## src/rtl/exc_arb_pkg.sv

```systemverilog
package exc_arb_pkg;
   localparam int unsigned PRIO_W   = 8;
   localparam int unsigned KEY_W    = PRIO_W + 1;
   localparam int unsigned EXC_NMI  = 2;
   localparam int unsigned EXC_HARD = 3;
   localparam int unsigned EXC_IRQ0 = 16;

   // key: bit 8 clear for the three fixed exceptions, set for programmable ones
   typedef logic [KEY_W-1:0] key_t;

   function automatic logic exc_num_valid(int unsigned n);
      return (n >= 1 && n <= 6) || n == 11 || n == 12 || n == 14 || n == 15 || n >= EXC_IRQ0;
   endfunction

   function automatic key_t fixed_key(int unsigned n);
      return key_t'(n - 1);
   endfunction
endpackage

```

## src/rtl/exc_key_gen.sv

```systemverilog
module exc_key_gen
   import exc_arb_pkg::*;
#(
   parameter int unsigned NUM_EXC   = 20,
   parameter int unsigned PRIO_BITS = 3
) (
   input  logic [NUM_EXC-1:0][PRIO_W-1:0] prio_i,
   input  logic [2:0]                     sub_bits_i,
   output key_t [NUM_EXC-1:0]             full_key_o,
   output key_t [NUM_EXC-1:0]             grp_key_o
);
   localparam logic [PRIO_W-1:0] IMPL_MASK = PRIO_W'(8'hFF << (PRIO_W - PRIO_BITS));

   logic [PRIO_W-1:0] grp_mask;
   assign grp_mask = PRIO_W'(8'hFF << sub_bits_i);

   for (genvar e = 0; e < NUM_EXC; e++) begin : g_exc
      if (e >= 1 && e <= EXC_HARD) begin : g_fixed
         logic unused_prio_bits;
         assign unused_prio_bits = ^prio_i[e];
         assign full_key_o[e]    = fixed_key(e);
         assign grp_key_o[e]     = fixed_key(e);
      end else begin : g_prog
         logic [PRIO_W-1:0] imp;
         assign imp           = prio_i[e] & IMPL_MASK;
         assign full_key_o[e] = {1'b1, imp};
         assign grp_key_o[e]  = {1'b1, imp & grp_mask};
      end
   end
endmodule

```

## src/rtl/exc_winner_sel.sv

```systemverilog
module exc_winner_sel
   import exc_arb_pkg::*;
#(
   parameter int unsigned NUM_EXC = 20,
   parameter int unsigned NUM_W   = 5
) (
   input  logic [NUM_EXC-1:0] elig_i,
   input  key_t [NUM_EXC-1:0] key_i,
   output logic               found_o,
   output logic [NUM_W-1:0]   num_o
);
   key_t best;

   // ascending scan with strict compare keeps the lowest number on ties
   always_comb begin
      found_o = 1'b0;
      num_o   = '0;
      best    = '1;
      for (int i = 0; i < NUM_EXC; i++) begin
         if (elig_i[i] && (!found_o || key_i[i] < best)) begin
            found_o = 1'b1;
            best    = key_i[i];
            num_o   = NUM_W'(i);
         end
      end
   end
endmodule

```

## src/rtl/exc_nest_stack.sv

```systemverilog
module exc_nest_stack #(
   parameter int unsigned DEPTH = 20,
   parameter int unsigned W     = 5
) (
   input  logic         clk,
   input  logic         rst_n,
   input  logic         push_i,
   input  logic         pop_i,
   input  logic [W-1:0] din_i,
   output logic [W-1:0] top_o,
   output logic         empty_o,
   output logic         full_o
);
   localparam int unsigned CNT_W = $clog2(DEPTH + 1);
   localparam int unsigned IDX_W = (DEPTH > 1) ? $clog2(DEPTH) : 1;

   logic [W-1:0]     mem [DEPTH];
   logic [CNT_W-1:0] cnt;
   logic [IDX_W-1:0] wr_idx, top_idx;

   assign empty_o = (cnt == '0);
   assign full_o  = (cnt == CNT_W'(DEPTH));
   assign wr_idx  = IDX_W'(cnt);
   assign top_idx = IDX_W'(cnt - 1'b1);
   assign top_o   = empty_o ? '0 : mem[top_idx];

   always_ff @(posedge clk or negedge rst_n) begin
      if (!rst_n)                    cnt <= '0;
      else if (push_i && !full_o)    cnt <= cnt + 1'b1;
      else if (pop_i && !empty_o)    cnt <= cnt - 1'b1;
   end

   always_ff @(posedge clk) begin
      if (push_i && !full_o) mem[wr_idx] <= din_i;
   end

   AST_NO_OVERFLOW: assert property (@(posedge clk) disable iff (!rst_n)
      push_i |-> !full_o);
   AST_PUSH_POP_EXCL: assert property (@(posedge clk) disable iff (!rst_n)
      !(push_i && pop_i));
endmodule

```

## src/rtl/exc_preempt_arb.sv

```systemverilog
module exc_preempt_arb
   import exc_arb_pkg::*;
#(
   parameter  int unsigned NUM_IRQ   = 4,
   parameter  int unsigned PRIO_BITS = 3,
   localparam int unsigned NUM_EXC   = EXC_IRQ0 + NUM_IRQ,
   localparam int unsigned NUM_W     = $clog2(NUM_EXC)
) (
   input  logic                          clk,
   input  logic                          rst_n,
   input  logic [NUM_EXC-1:0]            pend_set_i,
   input  logic [NUM_EXC-1:0][PRIO_W-1:0] prio_i,
   input  logic [2:0]                    sub_bits_i,
   input  logic                          primask_i,
   input  logic [PRIO_W-1:0]             basepri_i,
   input  logic                          fm_wr_i,
   input  logic                          fm_din_i,
   input  logic                          ret_i,
   output logic                          take_o,
   output logic [NUM_W-1:0]              take_num_o,
   output logic [NUM_W-1:0]              active_num_o,
   output logic [NUM_EXC-1:0]            pend_o,
   output logic                          faultmask_o
);
   localparam logic [PRIO_W-1:0] IMPL_MASK = PRIO_W'(8'hFF << (PRIO_W - PRIO_BITS));

   if (NUM_IRQ < 1 || NUM_IRQ > 240) begin : g_bad_irq
      $error("NUM_IRQ must lie in 1..240");
   end
   if (PRIO_BITS < 1 || PRIO_BITS > PRIO_W) begin : g_bad_prio
      $error("PRIO_BITS must lie in 1..8");
   end

   logic [NUM_EXC-1:0] valid_vec, pend_q, elig, clr_vec;
   logic               fm_q, found, thread, stk_full;
   logic [NUM_W-1:0]   win_num, top_num;
   key_t [NUM_EXC-1:0] full_key, grp_key;
   logic [PRIO_W-1:0]  grp_mask, bp_imp;
   logic               bp_on;
   key_t               bp_key;
   logic [KEY_W:0]     run_lvl;

   for (genvar v = 0; v < NUM_EXC; v++) begin : g_valid
      assign valid_vec[v] = exc_num_valid(v);
   end

   exc_key_gen #(.NUM_EXC(NUM_EXC), .PRIO_BITS(PRIO_BITS)) u_keys (
      .prio_i(prio_i), .sub_bits_i(sub_bits_i),
      .full_key_o(full_key), .grp_key_o(grp_key));

   assign grp_mask = PRIO_W'(8'hFF << sub_bits_i);
   assign bp_imp   = basepri_i & IMPL_MASK;
   assign bp_on    = (bp_imp != '0);
   assign bp_key   = {1'b1, bp_imp & grp_mask};
   assign run_lvl  = thread ? '1 : {1'b0, grp_key[top_num]};

   for (genvar e = 0; e < NUM_EXC; e++) begin : g_elig
      logic below_run;
      assign below_run = ({1'b0, grp_key[e]} < run_lvl);
      if (e <= EXC_NMI) begin : g_crit
         assign elig[e] = pend_q[e] && below_run;
      end else if (e == EXC_HARD) begin : g_hard
         assign elig[e] = pend_q[e] && below_run && !fm_q;
      end else begin : g_prog
         assign elig[e] = pend_q[e] && below_run && !fm_q && !primask_i
                          && !(bp_on && grp_key[e] >= bp_key);
      end
   end

   exc_winner_sel #(.NUM_EXC(NUM_EXC), .NUM_W(NUM_W)) u_win (
      .elig_i(elig), .key_i(full_key), .found_o(found), .num_o(win_num));

   assign take_o     = found && !ret_i && !stk_full;
   assign take_num_o = win_num;
   assign clr_vec    = take_o ? (NUM_EXC'(1) << win_num) : '0;

   exc_nest_stack #(.DEPTH(NUM_EXC), .W(NUM_W)) u_stack (
      .clk(clk), .rst_n(rst_n), .push_i(take_o), .pop_i(ret_i), .din_i(win_num),
      .top_o(top_num), .empty_o(thread), .full_o(stk_full));

   always_ff @(posedge clk or negedge rst_n) begin
      if (!rst_n) begin
         pend_q <= '0;
         fm_q   <= 1'b0;
      end else begin
         pend_q <= (pend_q | (pend_set_i & valid_vec)) & ~clr_vec;
         if (ret_i)        fm_q <= 1'b0;
         else if (fm_wr_i) fm_q <= fm_din_i;
      end
   end

   assign active_num_o = top_num;
   assign pend_o       = pend_q;
   assign faultmask_o  = fm_q;

   AST_TAKE_VALID_NUM: assert property (@(posedge clk) disable iff (!rst_n)
      take_o |-> valid_vec[take_num_o]);
   AST_TAKE_CLEARS_PEND: assert property (@(posedge clk) disable iff (!rst_n)
      take_o |=> !pend_o[$past(take_num_o)]);
   AST_TAKE_BECOMES_ACTIVE: assert property (@(posedge clk) disable iff (!rst_n)
      take_o |=> active_num_o == $past(take_num_o));
   AST_PRIMASK_BLOCKS: assert property (@(posedge clk) disable iff (!rst_n)
      (take_o && primask_i) |-> take_num_o <= NUM_W'(EXC_HARD));
   AST_FAULTMASK_BLOCKS: assert property (@(posedge clk) disable iff (!rst_n)
      (take_o && faultmask_o) |-> take_num_o <= NUM_W'(EXC_NMI));
   AST_RETURN_CLEARS_FM: assert property (@(posedge clk) disable iff (!rst_n)
      ret_i |=> !faultmask_o);
endmodule

```

## config.mk

```make
export PLATFORM = sky130hd
export DESIGN_NAME = exc_preempt_arb
export DESIGN_NICKNAME = d
export VERILOG_FILES = /design/src/rtl/exc_arb_pkg.sv /design/src/rtl/exc_key_gen.sv /design/src/rtl/exc_winner_sel.sv /design/src/rtl/exc_nest_stack.sv /design/src/rtl/exc_preempt_arb.sv
export SDC_FILE = /design/constraint.sdc
export NUM_CORES = 1
export LEC_CHECK = 0
export BUFFER_PORTS_ARGS = -buffer_cell sky130_fd_sc_hd__buf_2
export CORE_MARGIN = 8
export CORE_UTILIZATION = 66
export CTS_BUF_LIST = sky130_fd_sc_hd__clkbuf_4 sky130_fd_sc_hd__clkbuf_8
export CTS_CLUSTER_DIAMETER = 200
export DETAILED_ROUTE_END_ITERATION = 10
export MAX_ROUTING_LAYER = met4
export PLACE_DENSITY = 0.92
export REMOVE_ABC_BUFFERS = 1
export SLEW_MARGIN = 20
export SYNTH_ARGS = -nofsm -noshare
export SYNTH_HDL_FRONTEND = slang
export SYNTH_HIERARCHICAL = 1
export SYNTH_SLANG_ARGS = --single-unit
```

## constraint.sdc

```tcl
create_clock -name clk -period 73 [get_ports clk]
set_input_delay 3.65 -clock clk [delete_from_list [all_inputs] [get_ports clk]]
set_output_delay 3.65 -clock clk [all_outputs]
set_load 0.02 [all_outputs]
```

==> results.txt, run 1 <==
Post-route ant nets -> 0
Antenna violations before repair -> 1
Crit path to -> take_num_o[1]
Ys async rst share -> 20.6%
Worst endpoint data arrival time -> 48.31 ns
Top cell type by total area after synthesis -> ha_1
DR pass1 iterations -> 6
Seq cells post-synth -> 126
DRC Markers -> 0
Overflow left after global routing -> 0
Slowest stage delay, CP -> 0.88 ns
Most common cell after layout, fill and taps aside -> ha_1
Required time worst endpoint -> 69.35 ns
Synthesized area per cell -> 8.77 um2
RSZ-0062 raised after global routing -> false
Area of the mapped netlist -> 0.0219 mm2
Worst Setup SP -> sub_bits_i[2]
Minimum clock period after layout -> 51.96 ns
Nets -> 3041
Total Wirelength -> 57.6 mm
Die footprint -> 0.0393 mm2
CP max stage cell -> nor2b_1
Setup violations, final -> 0
R2R depth -> 200
GRT Resource Usage Total -> 30.2%
Max Cap Viol -> 0
Most used DFF post-synth -> edfxtp_1
Initial core utilization -> 67.1%
Final GP Congestion -> 0.970
Via density -> 6.37
F_max -> 19.2 MHz
Fill cells -> 2528
Vias in the first global route -> 19000
EDFF count, synth -> 100
Slew of the pin with the lowest slew margin -> 1.04 ns
Initial DRC Count -> 1789
Bufs on Longest Clock Path -> 2
Reg2reg end -> pend_o[0]
Seq/Total Area, Yosys -> 16.7%
Critical Path End Type -> output pin
Startpoint Class -> primary input
Die Span X -> 198 um
Hold WS -> 0.531 ns
Core ar. -> 0.0326 mm2
CTS Hold Bufs -> 0
CTS buffer count -> 17
DP Wirelength -> 45.3 mm
Slew Limit Headroom -> 30.5%
Commonest cells after routing, fill and taps aside -> 328 x ha_1, 258 x conb_1, 214 x nand2_1, 162 x inv_1, 161 x a21oi_1
Post-cts sizing count -> 0
H-tree depth -> 4
IO buf count -> 108
P&R area growth vs syn -> -0.526%
Endpoints failing hold -> 0
First-pass GRT wire length -> 94.5 mm
Avg WL per Cell -> 19.4 um
Clock Skews -> 0.0108 ns
Status -> completed
Final Slew Violations -> 0
Die H -> 198 um
IO Count -> 229
Synthesized instance count -> 2498
Tcrit/Tclk final -> 71.2%
Synth top area cells -> ha_1 19%, edfxtp_1 14%, buf_4 11%
Std cell rows -> 66
Setup CP Type -> in -> out
Maximum number of pins on one net before global-route repair -> 48
Top cell type's share of synthesized area -> 18.7%
Hold WC Path Type -> reg -> reg
Crit path max fanout -> 29
Root Driver -> clkbuf_8
Count of cell types in the netlist -> 115
Worst reg2reg path startpoint -> u_stack/cnt[0]
Crit-path most repeated cell -> o21ai_0
Fraction of layout cells with a size suffix above 1 -> 13.0%
Clk slew on worst S/H paths -> 0.08 ns
CTS tree -> done
Setup Fix Bufs, Post-CTS -> 0
Clock sinks -> 126
Total vias in the final route -> 18900
TNS Setup -> 0 ns
Worst reg-to-reg setup slack -> 24.99 ns
Skew-Pair Late Insertion Delay -> 0.45 ns
Ys Warns -> 6
## layer usage
metal  global-route usage [%]  wire length [um]  up-vias  part of all wire [%]
met4                     11.9              2210        0                   3.8
met3                     3.60              4680      206                   8.1
met2                     49.7             27100      944                    47
met1                     37.5             23600     8941                    41
li1                         -                 -     8837                     -
met5                        -                 0        -                     0
## cell type report
| class | count | area [um2] | area share [%] |
|---|---|---|---|
| Clock buffer | 17 | 234 | 1.07 |
| Tap cell | 442 | 553 | 2.54 |
| Inverter | 164 | 616 | 2.83 |
| Multi-Input combinational cell | 2073 | 15800 | 72.7 |
| Clock inverter | 15 | 144 | 0.661 |
| Antenna cell | 1 | 2.50 | 0.0115 |
| Timing Repair Buffer | 134 | 736 | 3.38 |
| Sequential cell | 126 | 3650 | 16.8 |
## critical path, delay by kind of cell
family | cells | cell delay, ns
adder cells (fa/ha/maj) | 19 | 5.53
AND/OR/NAND/NOR | 52 | 12.03
buffers and inverters | 20 | 2.23
multiplexers | 8 | 3.18
AO/OA/AOI/OAI | 95 | 21.59
## worst min path at each step
| stage | from | endpoint | slack [ns] | cells past startpoint |
|---|---|---|---|---|
| after floorplan | u_stack/cnt[4] | u_stack/cnt[4] | 0.54 | 1 |
| after global placement | pend_o[8] | pend_o[8] | 0.50 | 1 |
| after detailed placement | pend_o[10] | pend_o[10] | 0.51 | 1 |
| after CTS | pend_o[10] | pend_o[10] | 0.53 | 1 |
| after global routing | pend_o[9] | pend_o[9] | 0.55 | 1 |
| final | pend_o[10] | pend_o[10] | 0.53 | 1 |
## state kept, by name, summed over array words and instances (netlist names)
signal / count
u_stack/mem: 100
u_stack/cnt: 5
faultmask_o: 1
pend_o: 20
## synth_stat cells, drive strengths merged, types with 17 or more instances
| cell | count |
|---|---|
| nand3 | 64 |
| a21o | 98 |
| mux4 | 65 |
| o211ai | 19 |
| or4b | 17 |
| mux2i | 45 |
| nand2 | 215 |
| mux2 | 31 |
| a21oi | 163 |
| edfxtp | 100 |
| o221ai | 19 |
| nor3 | 31 |
| buf | 362 |
| a31oi | 19 |
| o31ai | 37 |
| nor2 | 117 |
| clkbuf | 29 |
| nand2b | 26 |
| o21ai | 128 |
| and2 | 48 |
| inv | 163 |
| a211oi | 21 |
| nor2b | 34 |
| nand4 | 17 |
| ha | 328 |
| dfrtp | 26 |
## per-stage QoR
stage	setup slack (ns)	cell area, um2	std cells	utilization [%]
6_report	21.04	21800	2972	66.8
5_1_grt	16.65	21800	2972	66.8
4_1_cts	21.74	21800	2971	66.8
3_5_place_dp	21.95	21400	2939	65.6
3_3_place_gp	23.33	21400	2939	65.6
2_1_floorplan	25.86	20000	2363	-
## cells by family after synthesis
group	Yosys count	synth area share [%]
muxes	141	10.9
DFF	126	16.7
adders and majority gates	341	19.3
buffers and inverters	555	15.8
other	2	0.0343
xor gates and xnor gates	8	0.354
AOI/OAI and AO/OA	663	21.0
and+or+nand+nor	662	15.9
Power of run 1 is not shown: default switching activity piles up to over one toggle a cycle in this logic, so the estimate is an artifact.
==> run 2: changes to the inputs <==
--- a/config.mk
+++ b/config.mk
@@ -7,12 +7,12 @@
 export LEC_CHECK = 0
 export BUFFER_PORTS_ARGS = -buffer_cell sky130_fd_sc_hd__buf_2
 export CORE_MARGIN = 8
-export CORE_UTILIZATION = 66
+export CORE_UTILIZATION = 57
 export CTS_BUF_LIST = sky130_fd_sc_hd__clkbuf_4 sky130_fd_sc_hd__clkbuf_8
 export CTS_CLUSTER_DIAMETER = 200
 export DETAILED_ROUTE_END_ITERATION = 10
 export MAX_ROUTING_LAYER = met4
-export PLACE_DENSITY = 0.92
+export PLACE_DENSITY = 0.85
 export REMOVE_ABC_BUFFERS = 1
 export SLEW_MARGIN = 20
 export SYNTH_ARGS = -nofsm -noshare
==> constraint.sdc (replaced) <==
create_clock -name clk -period 44.1 [get_ports clk]
set_input_delay 2.205 -clock clk [delete_from_list [all_inputs] [get_ports clk]]
set_output_delay 2.205 -clock clk [all_outputs]
set_load 0.02 [all_outputs]
==> results.txt, run 2 (same netlist as run 1, synthesis figures left out) <==
Worst path bufs/invs -> 31
P&R area growth vs syn -> 2.73%
Slowest stage delay, CP -> 0.64 ns
Vias in the first global route -> 18400
Crit-path most repeated cell -> ha_1
Cells on Worst Hold Path -> 1
Die footprint -> 0.0449 mm2
Minimum clock period after layout -> 41.37 ns
First-pass GRT wire length -> 93.2 mm
Met3 WL -> 4.70 mm
Clock sinks -> 126
Worst endpoint data arrival time -> 39.16 ns
Clock Skews -> 0.0104 ns
Nets -> 3089
CTS tree -> done
Reg2reg end -> pend_o[0]
GRT Resource Usage Total -> 26.2%
Total vias in the final route -> 18900
CTS Hold Bufs -> 0
Post-route ant nets -> 0
Std cell rows -> 71
IO Count -> 229
Largest register by flop count -> u_stack/mem
Slew Limit Headroom -> 25.3%
CTS buffer count -> 17
Avg WL per Cell -> 19.3 um
Hold Path End -> pend_o[5]
Root Driver -> clkbuf_8
IO buf count -> 108
Worst slack, placed -> 0.663 ns
Fill cells -> 3243
Clk slew on worst S/H paths -> 0.07 ns
Maximum number of pins on one net before global-route repair -> 48
Endpoints failing hold -> 0
Fraction of layout cells with a size suffix above 1 -> 15.6%
Overflow left after global routing -> 0
Crit path max fanout -> 34
Most common cell after layout, fill and taps aside -> ha_1
Via density -> 6.12
DR pass1 iterations -> 8
Tcrit/Tclk final -> 93.8%
DRC Markers -> 0
Number of flip-flops in the largest register -> 100
Hold WC Path Type -> reg -> reg
Die H -> 212 um
Worst reg2reg path startpoint -> u_stack/cnt[1]
Final GP Congestion -> 0.981
Setup CP Type -> reg -> out
Initial core utilization -> 58.0%
Die Span X -> 212 um
DP Wirelength -> 47.2 mm
Status -> completed
Final Slew Violations -> 0
Max Used Layer -> met4
R2R depth -> 196
Final WS setup -> 2.73 ns
H-tree depth -> 4
TNS Setup -> 0 ns
Initial DRC Count -> 1497
Commonest cells after routing, fill and taps aside -> 326 x ha_1, 258 x conb_1, 211 x nand2_1, 162 x inv_1, 160 x a21oi_1
Total Wirelength -> 59.5 mm
F_max -> 24.2 MHz
Setup violations, final -> 0
Critical path depth -> 193
ANT cells -> 0
Core ar. -> 0.0378 mm2
Slew of the pin with the lowest slew margin -> 1.12 ns
Bufs on Longest Clock Path -> 2
Hold wc startpoint -> pend_o[5]
Max Cap Viol -> 0
Required time worst endpoint -> 41.90 ns
Worst reg-to-reg setup slack -> 4.47 ns
Critical Path End Type -> output pin
Met1 WL -> 24.7 mm
Met2 Wirelength -> 27.8 mm
Startpoint Class -> register
Skew-Pair Late Insertion Delay -> 0.45 ns
Top cell family by delay on the critical path -> compound AO/OA/AOI/OAI gates
CP max stage cell -> mux4_1
Antenna violations before repair -> 0
[run 2: how the worst max path moves through the flow]
stage,start,endpoint,slack [ns]
finish,u_stack/cnt[1],take_num_o[4],2.73
global route,u_stack/cnt[1],take_num_o[2],-0.15
CTS,u_stack/cnt[0],take_num_o[1],0.03
detailed placement,u_stack/cnt[0],take_num_o[1],0.66
global placement,u_stack/cnt[0],take_num_o[1],1.53
floorplan,u_stack/cnt[0],take_num_o[3],-1.60
[run 2: metal layers]
layer,track usage (%),up-vias
met5,-,-
met4,9.73,0
met3,3.28,195
met2,43.5,843
met1,32.5,8940
li1,-,8935
[run 2: stage by stage]
| step | util, % | area, um2 | hold WS [ns] | std cells |
|---|---|---|---|---|
| floorplan | - | 20000 | 0.537 | 2363 |
| global placement | 57.5 | 21700 | 0.502 | 3035 |
| detailed placement | 57.5 | 21700 | 0.515 | 3035 |
| CTS | 58.6 | 22100 | 0.532 | 3067 |
| global route | 59.6 | 22500 | 0.552 | 3088 |
| finish | 59.6 | 22500 | 0.533 | 3088 |
[run 2: worst reg2reg max path, delay by kind of cell (launching register included)]
kind / cells / cell delay [ns]
AOI/OAI and AO/OA: 81 / 15.90
and+or+nand+nor: 53 / 9.36
adders and majority gates: 20 / 5.43
buffers and inverters: 31 / 4.38
muxes: 10 / 3.66
DFF: 1 / 0.44
xor gates and xnor gates: 1 / 0.32
[run 2: area by class of cell]
class	count	area, um2	share of cell area (%)
clock buffer	18	248	1.10
clock inverter	14	165	0.734
inverter	164	618	2.75
multi-input combinational	2074	16100	71.4
sequential	126	3650	16.2
tap	511	639	2.84
timing repair buffer	181	1120	4.96
[run 2: what timing repair did]
item,4_1_cts,5_1_grt
buffers inserted,0,20
resized for setup,0,49
setup endpoints to repair,0,125
Power of run 2 is left out for the same reason.
